**src/rtl/seg_chk_pkg.sv**
```systemverilog
package seg_chk_pkg;

    typedef enum logic [1:0] {
        ACC_FETCH = 2'd0,
        ACC_READ  = 2'd1,
        ACC_WRITE = 2'd2,
        ACC_RSVD  = 2'd3
    } acc_kind_e;

    typedef enum logic [2:0] {
        CZ_NONE   = 3'd0,
        CZ_NULL   = 3'd1,
        CZ_ABSENT = 3'd2,
        CZ_PRIV   = 3'd3,
        CZ_TYPE   = 3'd4,
        CZ_LIMIT  = 3'd5
    } fault_cause_e;

    // Decoded view of one descriptor
    typedef struct packed {
        logic [31:0] base;
        logic [19:0] limit;
        logic        gran;
        logic        big;
        logic        present;
        logic [1:0]  dpl;
        logic        nonsys;
        logic        exec;
        logic        dc;
        logic        rw;
    } seg_view_t;

    function automatic seg_view_t unpack_desc(input logic [63:0] d);
        seg_view_t v;
        v.base    = {d[63:56], d[39:32], d[31:16]};
        v.limit   = {d[51:48], d[15:0]};
        v.gran    = d[55];
        v.big     = d[54];
        v.present = d[47];
        v.dpl     = d[46:45];
        v.nonsys  = d[44];
        v.exec    = d[43];
        v.dc      = d[42];
        v.rw      = d[41];
        return v;
    endfunction

    function automatic logic [31:0] scale_limit(input logic [19:0] lim, input logic g);
        return g ? {lim, 12'hFFF} : {12'h000, lim};
    endfunction

endpackage

```
**src/rtl/seg_desc_table.sv**
```systemverilog
module seg_desc_table #(
    parameter int ENTRY_CNT = 8,
    localparam int IDX_W = $clog2(ENTRY_CNT)
) (
    input  logic             clk,
    input  logic             rst,
    input  logic             wr_en,
    input  logic [IDX_W-1:0] wr_idx,
    input  logic [63:0]      wr_data,
    input  logic [IDX_W-1:0] rd_idx,
    output logic [63:0]      rd_data
);
    logic [63:0] entry_q [ENTRY_CNT];

    for (genvar gi = 0; gi < ENTRY_CNT; gi++) begin : g_entry
        always_ff @(posedge clk) begin
            if (rst) begin
                entry_q[gi] <= '0;
            end else if (wr_en && (wr_idx == IDX_W'(gi))) begin
                entry_q[gi] <= wr_data;
            end
        end
    end

    assign rd_data = entry_q[rd_idx];
endmodule

```
**src/rtl/seg_rights_check.sv**
```systemverilog
module seg_rights_check
    import seg_chk_pkg::*;
(
    input  seg_view_t    view,
    input  logic         is_null,
    input  acc_kind_e    kind,
    input  logic [1:0]   cpl,
    input  logic [31:0]  offset,
    output fault_cause_e cause,
    output logic [31:0]  lin
);
    logic [31:0] eff_lim;
    logic        grows_down;
    logic        priv_bad;
    logic        type_bad;
    logic        lim_bad;
    logic        is_write;
    logic        is_fetch;

    always_comb begin
        eff_lim    = scale_limit(view.limit, view.gran);
        grows_down = !view.exec && view.dc;
        is_write   = (kind == ACC_WRITE);
        is_fetch   = (kind == ACC_FETCH);

        // Conforming code skips the privilege comparison
        priv_bad = (cpl > view.dpl) && !(view.exec && view.dc);

        type_bad = !view.nonsys
                 || (is_fetch && !view.exec)
                 || (is_write && view.exec)
                 || (is_write && !view.exec && !view.rw)
                 || (!is_write && !is_fetch && view.exec && !view.rw);

        lim_bad = grows_down ? (offset <= eff_lim) : (offset > eff_lim);

        if (is_null)              cause = CZ_NULL;
        else if (!view.present)   cause = CZ_ABSENT;
        else if (priv_bad)        cause = CZ_PRIV;
        else if (type_bad)        cause = CZ_TYPE;
        else if (lim_bad)         cause = CZ_LIMIT;
        else                      cause = CZ_NONE;

        lin = view.base + offset;
    end
endmodule

```
**src/rtl/seg_prot_unit.sv**
```systemverilog
module seg_prot_unit
    import seg_chk_pkg::*;
#(
    parameter int ENTRY_CNT = 8,
    localparam int IDX_W = $clog2(ENTRY_CNT),
    localparam int SEL_W = IDX_W + 3
) (
    input  logic             clk,
    input  logic             rst,
    input  logic             tbl_we,
    input  logic [IDX_W-1:0] tbl_idx,
    input  logic [63:0]      tbl_data,
    input  logic             req_valid,
    input  logic [SEL_W-1:0] req_sel,
    input  logic [31:0]      req_off,
    input  logic [1:0]       req_kind,
    input  logic [1:0]       req_cpl,
    output logic             rsp_valid,
    output logic             rsp_fault,
    output logic [2:0]       rsp_cause,
    output logic [31:0]      rsp_lin
);
    logic [IDX_W-1:0] look_idx;
    logic [63:0]      raw_desc;
    seg_view_t        view;
    fault_cause_e     chk_cause;
    logic [31:0]      chk_lin;

    assign look_idx = req_sel[SEL_W-1:3];

    seg_desc_table #(.ENTRY_CNT(ENTRY_CNT)) u_table (
        .clk     (clk),
        .rst     (rst),
        .wr_en   (tbl_we),
        .wr_idx  (tbl_idx),
        .wr_data (tbl_data),
        .rd_idx  (look_idx),
        .rd_data (raw_desc)
    );

    assign view = unpack_desc(raw_desc);

    seg_rights_check u_check (
        .view    (view),
        .is_null (look_idx == '0),
        .kind    (acc_kind_e'(req_kind)),
        .cpl     (req_cpl),
        .offset  (req_off),
        .cause   (chk_cause),
        .lin     (chk_lin)
    );

    always_ff @(posedge clk) begin
        if (rst) begin
            rsp_valid <= 1'b0;
            rsp_fault <= 1'b0;
            rsp_cause <= '0;
            rsp_lin   <= '0;
        end else begin
            rsp_valid <= req_valid;
            if (req_valid) begin
                rsp_fault <= (chk_cause != CZ_NONE);
                rsp_cause <= chk_cause;
                rsp_lin   <= (chk_cause == CZ_NONE) ? chk_lin : 32'h0;
            end
        end
    end
endmodule

```
**config.mk**
```make
export PLATFORM = sky130hd
export DESIGN_NAME = seg_prot_unit
export DESIGN_NICKNAME = d
export VERILOG_FILES = /design/src/rtl/seg_chk_pkg.sv /design/src/rtl/seg_desc_table.sv /design/src/rtl/seg_rights_check.sv /design/src/rtl/seg_prot_unit.sv
export SDC_FILE = /design/constraint.sdc
export NUM_CORES = 1
export LEC_CHECK = 0
export BUFFER_PORTS_ARGS = -buffer_cell sky130_fd_sc_hd__buf_2
export CAP_MARGIN = 20
export CORE_ASPECT_RATIO = 0.75
export CORE_MARGIN = 2
export CORE_UTILIZATION = 28
export DETAILED_ROUTE_END_ITERATION = 8
export HOLD_SLACK_MARGIN = 0.15
export SETUP_SLACK_MARGIN = 0.2
export SLEW_MARGIN = 0
export SYNTH_ARGS = -nofsm -noshare
export SYNTH_HDL_FRONTEND = slang
export SYNTH_SLANG_ARGS = --single-unit
```
**constraint.sdc**
```tcl
create_clock -name clk -period 17.7 [get_ports clk]
set_input_delay 5.31 -clock clk [delete_from_list [all_inputs] [get_ports clk]]
set_output_delay 5.31 -clock clk [all_outputs]
set_load 0.005 [all_outputs]
```
After elaboration in Yosys (flattened, before gate mapping) --
Memory sizes are Yosys's and may differ from the RTL's. Index checks and enable logic that the tools add are counted. Widths: inputs -> output; s select.
Word-level totals: register bits after elaboration 37, bits in writable memories 512, word-level logic and storage cells 100, memories kept 1
Cells by class: $add $sub $neg 1, $lt $le $gt $ge 3, eq/ne operators 8, mux-type cells 42, bitwise operators 8, reduce and logical (&&, ||, !) cells 33
Memories:
- u_table.entry_q | words 8, bits a word 64, rd ports 1, clocked after Yosys merged registers in 0, write ports 8, RTL line seg_desc_table.sv:13 | logic [63:0] entry_q [ENTRY_CNT];
Operator list (count):
- $mux 64 | 8
- $mux 32 | 2
- $add 32x32->32 | 1
- $gt 32x32->1 | 1
- $le 32x32->1 | 1
- $mux 1 | 27
- $logic_and 1x1->1 | 18
- $mux 3 | 5
- $eq 3x3->1 const B | 4
- $logic_not 3->1 | 3
- $or 1x1->1 | 8
- $eq 3x2->1 const B | 2
- $logic_not 1->1 | 6
- $logic_or 1x1->1 | 4
- $eq 3x1->1 const B | 1
- $reduce_bool 3->1 | 1
- $eq 2x2->1 const B | 1
- $gt 2x2->1 | 1
- $logic_not 2->1 | 1

Longest topological paths before layout --
An unclocked memory read counts as a cell.
depth after elaboration 13, gate-level depth with buffers 18, gate-level depth less buffers 13

By module --
Synthesis repeated with hierarchy kept, for this count alone.
Second synthesis, totals: cells, all modules 1945, area, all modules 26695.6 um^2
Modules (own cells, without submodules):
- seg_desc_table | instances 1, cells an instance 1445, area each 22572.9 um^2
- seg_rights_check | instances 1, cells an instance 371, area each 2683.8 um^2
- seg_prot_unit | instances 1, cells an instance 129, area each 1438.9 um^2

Worst setup path before layout --
OpenSTA, ideal clock, no wires.
path kind input-to-reg, start in req_sel[4], end reg rsp_lin[24], library setup time 0.117 ns, arrival 9.297 ns, slack 8.286 ns, stages 17, buffers on the path 5, cell sequence buf_6 > buf_4 > clkbuf_1 > buf_1 > clkbuf_1 > mux4_2 > mux2_2 > ha_1 > fa_1 > a21o_1 > a211o_1 > and3_1 > o2111ai_1 > a21boi_0 > o21ai_0 > nand3_1 > a32o_1
On the way: longest elaborated chain between the ends 13, elaborated cells on any way between the ends 32, classes of those cells 1 x add/sub; 3 x order compare; 8 x mux; 19 x reduce/logical; 1 x memory
Ends and longest elaborated chain:
- from (decl) | RTL line seg_prot_unit.sv:14 | input logic [SEL_W-1:0] req_sel,
- parallel branches: the longest is 12 deep, another holds $mem_v2 8x64
- $mux 32 * | RTL line seg_prot_unit.sv:64 | rsp_lin <= (chk_cause == CZ_NONE) ? chk_lin : 32'h0;
- to (signal assigned) | RTL line seg_prot_unit.sv:64
- to (decl) | RTL line seg_prot_unit.sv:21 | output logic [31:0] rsp_lin
Mark *: on every way between the ends. A chain may end at the register's enable or synchronous reset.

Final worst setup path --
start in req_sel[4], end reg rsp_lin[11]
Same word-level chain as after synthesis.

==> results.json <==
{
  "cts-root-buf": "clkbuf_16",
  "cts_buffer_depth": 3,
  "ir_drop_mv": 0.06410,
  "relSlewSlack_pct": 22.92,
  "synth-seq-cells": 517,
  "p_int_uw": 2161,
  "cpLargestDelayFamily": "buffers and inverters",
  "hold_buffers": 0,
  "finClkSkew_ns": 0.04164,
  "critPathKind": "in2reg",
  "start_util_pct": 28.13,
  "num_rows": 95,
  "path_depth": 15,
  "cts_sinks": 517,
  "arrival_ns": 11.30,
  "dpl_cell_area_mm2": 0.02727,
  "max_clock_freq_mhz": 92.43,
  "io_buffers": 142,
  "power_frac_seq_pct": 49.2,
  "path_cells": "buf_4 > buf_4 > buf_4 > mux4_2 > mux2_2 > mux2i_1 > ha_1 > nand4_1 > nor4_1 > o21ai_0 > a31oi_1 > mux2i_1 > nand2_2 > nand3_4 > o21ai_0",
  "synth_area_mm2": 0.02511,
  "ys.flop_type": "edfxtp_1",
  "grt_pass1_wl_um": 101900,
  "avgSynthCellArea_um2": 14.47,
  "rsz0062_at_grt": "false",
  "hold_viol_final": 0,
  "syn_inst": 1735,
  "htreeDepth": 2,
  "critPathRequiredTime_ns": 18.18,
  "worst_pin_slew_ns": 1.156,
  "dr.pass1.iters": 5,
  "layout-drive-gt1-share_pct": 23.44,
  "place_inst": 3018,
  "max_stage_delay_ns": 0.81,
  "comb_power_share_pct": 13.6,
  "endpoint_kind": "register",
  "nets": 2040,
  "finalSetupViolCount": 0,
  "cts_setup_buffers": 0,
  "slew_viol_final": 0,
  "ctsResizeCount": 0,
  "drtIter0Drc": 1501,
  "power_switching_uw": 743.7,
  "fin_ws_ns": 6.881,
  "cp_common_cell": "buf_4",
  "fp.dieArea_mm2": 0.09212,
  "hp-class": "reg2reg",
  "place_hpwl_um": 42110,
  "synth_edf_count": 480,
  "swShare_pct": 25.61,
  "status": "completed",
  "yosysUniqueCellTypes": 65,
  "area_delta_synth_final_pct": 15.24,
  "clkPwrFrac_pct": 37.1,
  "powerDensity_mw_per_mm2": 100.4,
  "cp_num_buf_inv": 3,
  "grt_max_degree": 61,
  "gp_congestion": 0.8766,
  "path_max_fanout": 56,
  "period_minus_slack_ns": 10.82,
  "grt_pass1_vias": 15320,
  "route.detailed.drc": 0,
  "viasPerCell": 4.815,
  "die_w_um": 349.8,
  "worst_path_max_delay_cell": "buf_4",
  "seq_area_frac_synth_pct": 60.35,
  "antenna_found_initial": 30,
  "maxCapViolations": 0,
  "gr-total-overflow": 0,
  "p_leak_uw": 0.01038,
  "clkLatencyLatePin_ns": 0.64,
  "yosysWarnings": 0,
  "cts-buffers-inserted": 53,
  "rrSetupSlack_ns": 13.09,
  "num_vias": 15010,
  "grt_usage_pct": 15.21,
  "final_area_mm2": 0.02894,
  "wirelength_um": 70600,
  "synthesis.nets": 1914,
  "die_y_um": 263.4,
  "pre_cts_slack_ns": 6.209,
  "ant_nets": 0,
  "ff2ff_path_depth": 12,
  "worstHoldPathCells": 2,
  "core_area_mm2": 0.08927,
  "routedWlPerCell_um": 22.64,
  "path_clk_slew_ns": 0.06,
  "cts_tree": "done",
  "synthArstFlopShare_pct": 0,
  "period_share_pct": 61.13,
  "layout.cells.non_filler": 3118,
  "tns_ns": 0,
  "ios": 150,
  "startpoint_type": "input port"
}
==> through the flow <==
| step | util, % | hold slack [ns] | power, uW |
|---|---|---|---|
| 6_report | 32.42 | 0.4435 | 2904 |
| 5_1_grt | 32.41 | 0.4599 | 3014 |
| 4_1_cts | 32.41 | 0.4483 | 2925 |
| 3_5_place_dp | 30.55 | 0.4403 | 1850 |
| 3_3_place_gp | 30.55 | 0.4328 | 1840 |
| 2_1_floorplan | - | 0.4419 | 1708 |
==> worst paths after layout <==
check	from	endpoint
min reg2reg	rsp_lin[9]$_SDFFE_PP0P_	rsp_lin[9]$_SDFFE_PP0P_
max	req_sel[4]	rsp_lin[11]$_SDFFE_PP0P_
max reg2reg	u_table.entry_q[7][55]$_SDFFCE_PN0P_	rsp_lin[11]$_SDFFE_PP0P_
min	rsp_lin[9]$_SDFFE_PP0P_	rsp_lin[9]$_SDFFE_PP0P_
==> worst min-delay path: stages, from the launching register on <==
cell and delay (ns):
dfxtp_1 0.30, nand2_1 0.05, o21ai_1 0.05
==> Yosys cell counts (all sizes together), types with 8 or more instances <==
cell,instances,share of area (%)
a21o,16,0.48
a21oi,42,0.87
and2,481,12
buf,21,0.44
clkbuf,73,1.1
dfxtp,37,2.9
edfxtp,480,57
ha,65,3.2
inv,15,0.22
mux2,53,2.4
mux2i,16,0.69
mux4,120,11
nand2,68,1.0
nand2b,9,0.25
nand3,11,0.27
nor2,48,0.72
nor3,9,0.18
o21ai,45,0.90
xnor2,8,0.28
xor2,14,0.49
==> power by group through the flow <==
stage               Sequential (uW)  Combinational, uW  Clock (uW)
floorplan                      1450                254           0
global placement               1450                390           0
detailed placement             1460                393           0
CTS                            1430                395        1100
global route                   1440                430        1150
finish                         1430                396        1080
==> placed cells by master, fill, tap and decap left out, types with 6 or more instances in the layout <==
| cell | n |
|---|---|
| and2_1 | 481 |
| xor2_1 | 14 |
| nand3_1 | 10 |
| inv_1 | 15 |
| clkinv_2 | 11 |
| a21o_1 | 15 |
| o211ai_1 | 6 |
| mux4_2 | 120 |
| nand2_1 | 67 |
| xnor2_1 | 8 |
| clkbuf_16 | 53 |
| buf_2 | 139 |
| mux2i_1 | 15 |
| nor3_1 | 7 |
| clkinv_1 | 11 |
| o21ai_1 | 21 |
| dfxtp_1 | 37 |
| edfxtp_1 | 480 |
| ha_1 | 65 |
| nand2b_1 | 8 |
| buf_4 | 25 |
| o21bai_4 | 6 |
| nor2_4 | 6 |
| o31ai_1 | 6 |
| a21oi_1 | 40 |
| nor2b_1 | 7 |
| mux2_2 | 53 |
| or3_1 | 6 |
| clkbuf_1 | 9 |
| o21ai_0 | 24 |
| nor2_1 | 41 |
| nand4_1 | 7 |
==> area by class of cell <==
type | instances | area (um2)
clock inverters | 30 | 265.3
clock buffers | 67 | 1394
repair buffers | 165 | 897.1
flip-flops and latches | 517 | 15150
well taps | 1212 | 1516
multi-input cells | 1109 | 9648
diodes | 3 | 7.507
inverters | 15 | 56.30
fillers | 8681 | 60330
==> cell families after synthesis <==
logic type	Yosys count	share of synthesized area [%]
simple gates	662	15.46
compound gates	170	4.509
buf+inv	109	1.769
fa+ha+maj	66	3.318
mux	189	13.83
xor+xnor	22	0.7673
flops	517	60.35
==> flip-flops by register name, indices dropped and copies added (netlist names) <==
| register | count |
|---|---|
| u_table.entry_q | 480 |
| rsp_lin | 32 |
| rsp_cause | 3 |
| rsp_fault | 1 |
| rsp_valid | 1 |
==> layer usage <==
| layer | wire length [um] | part of all wire (%) | GRT usage, % |
|---|---|---|---|
| met3 | 6749 | 9.6 | 4.988 |
| met1 | 30020 | 43 | 20.17 |
| met2 | 32450 | 46 | 24.03 |
| met4 | 1264 | 1.8 | 3.705 |
| met5 | 123 | 0.17 | 0 |
(Power assumes the default switching activity.)
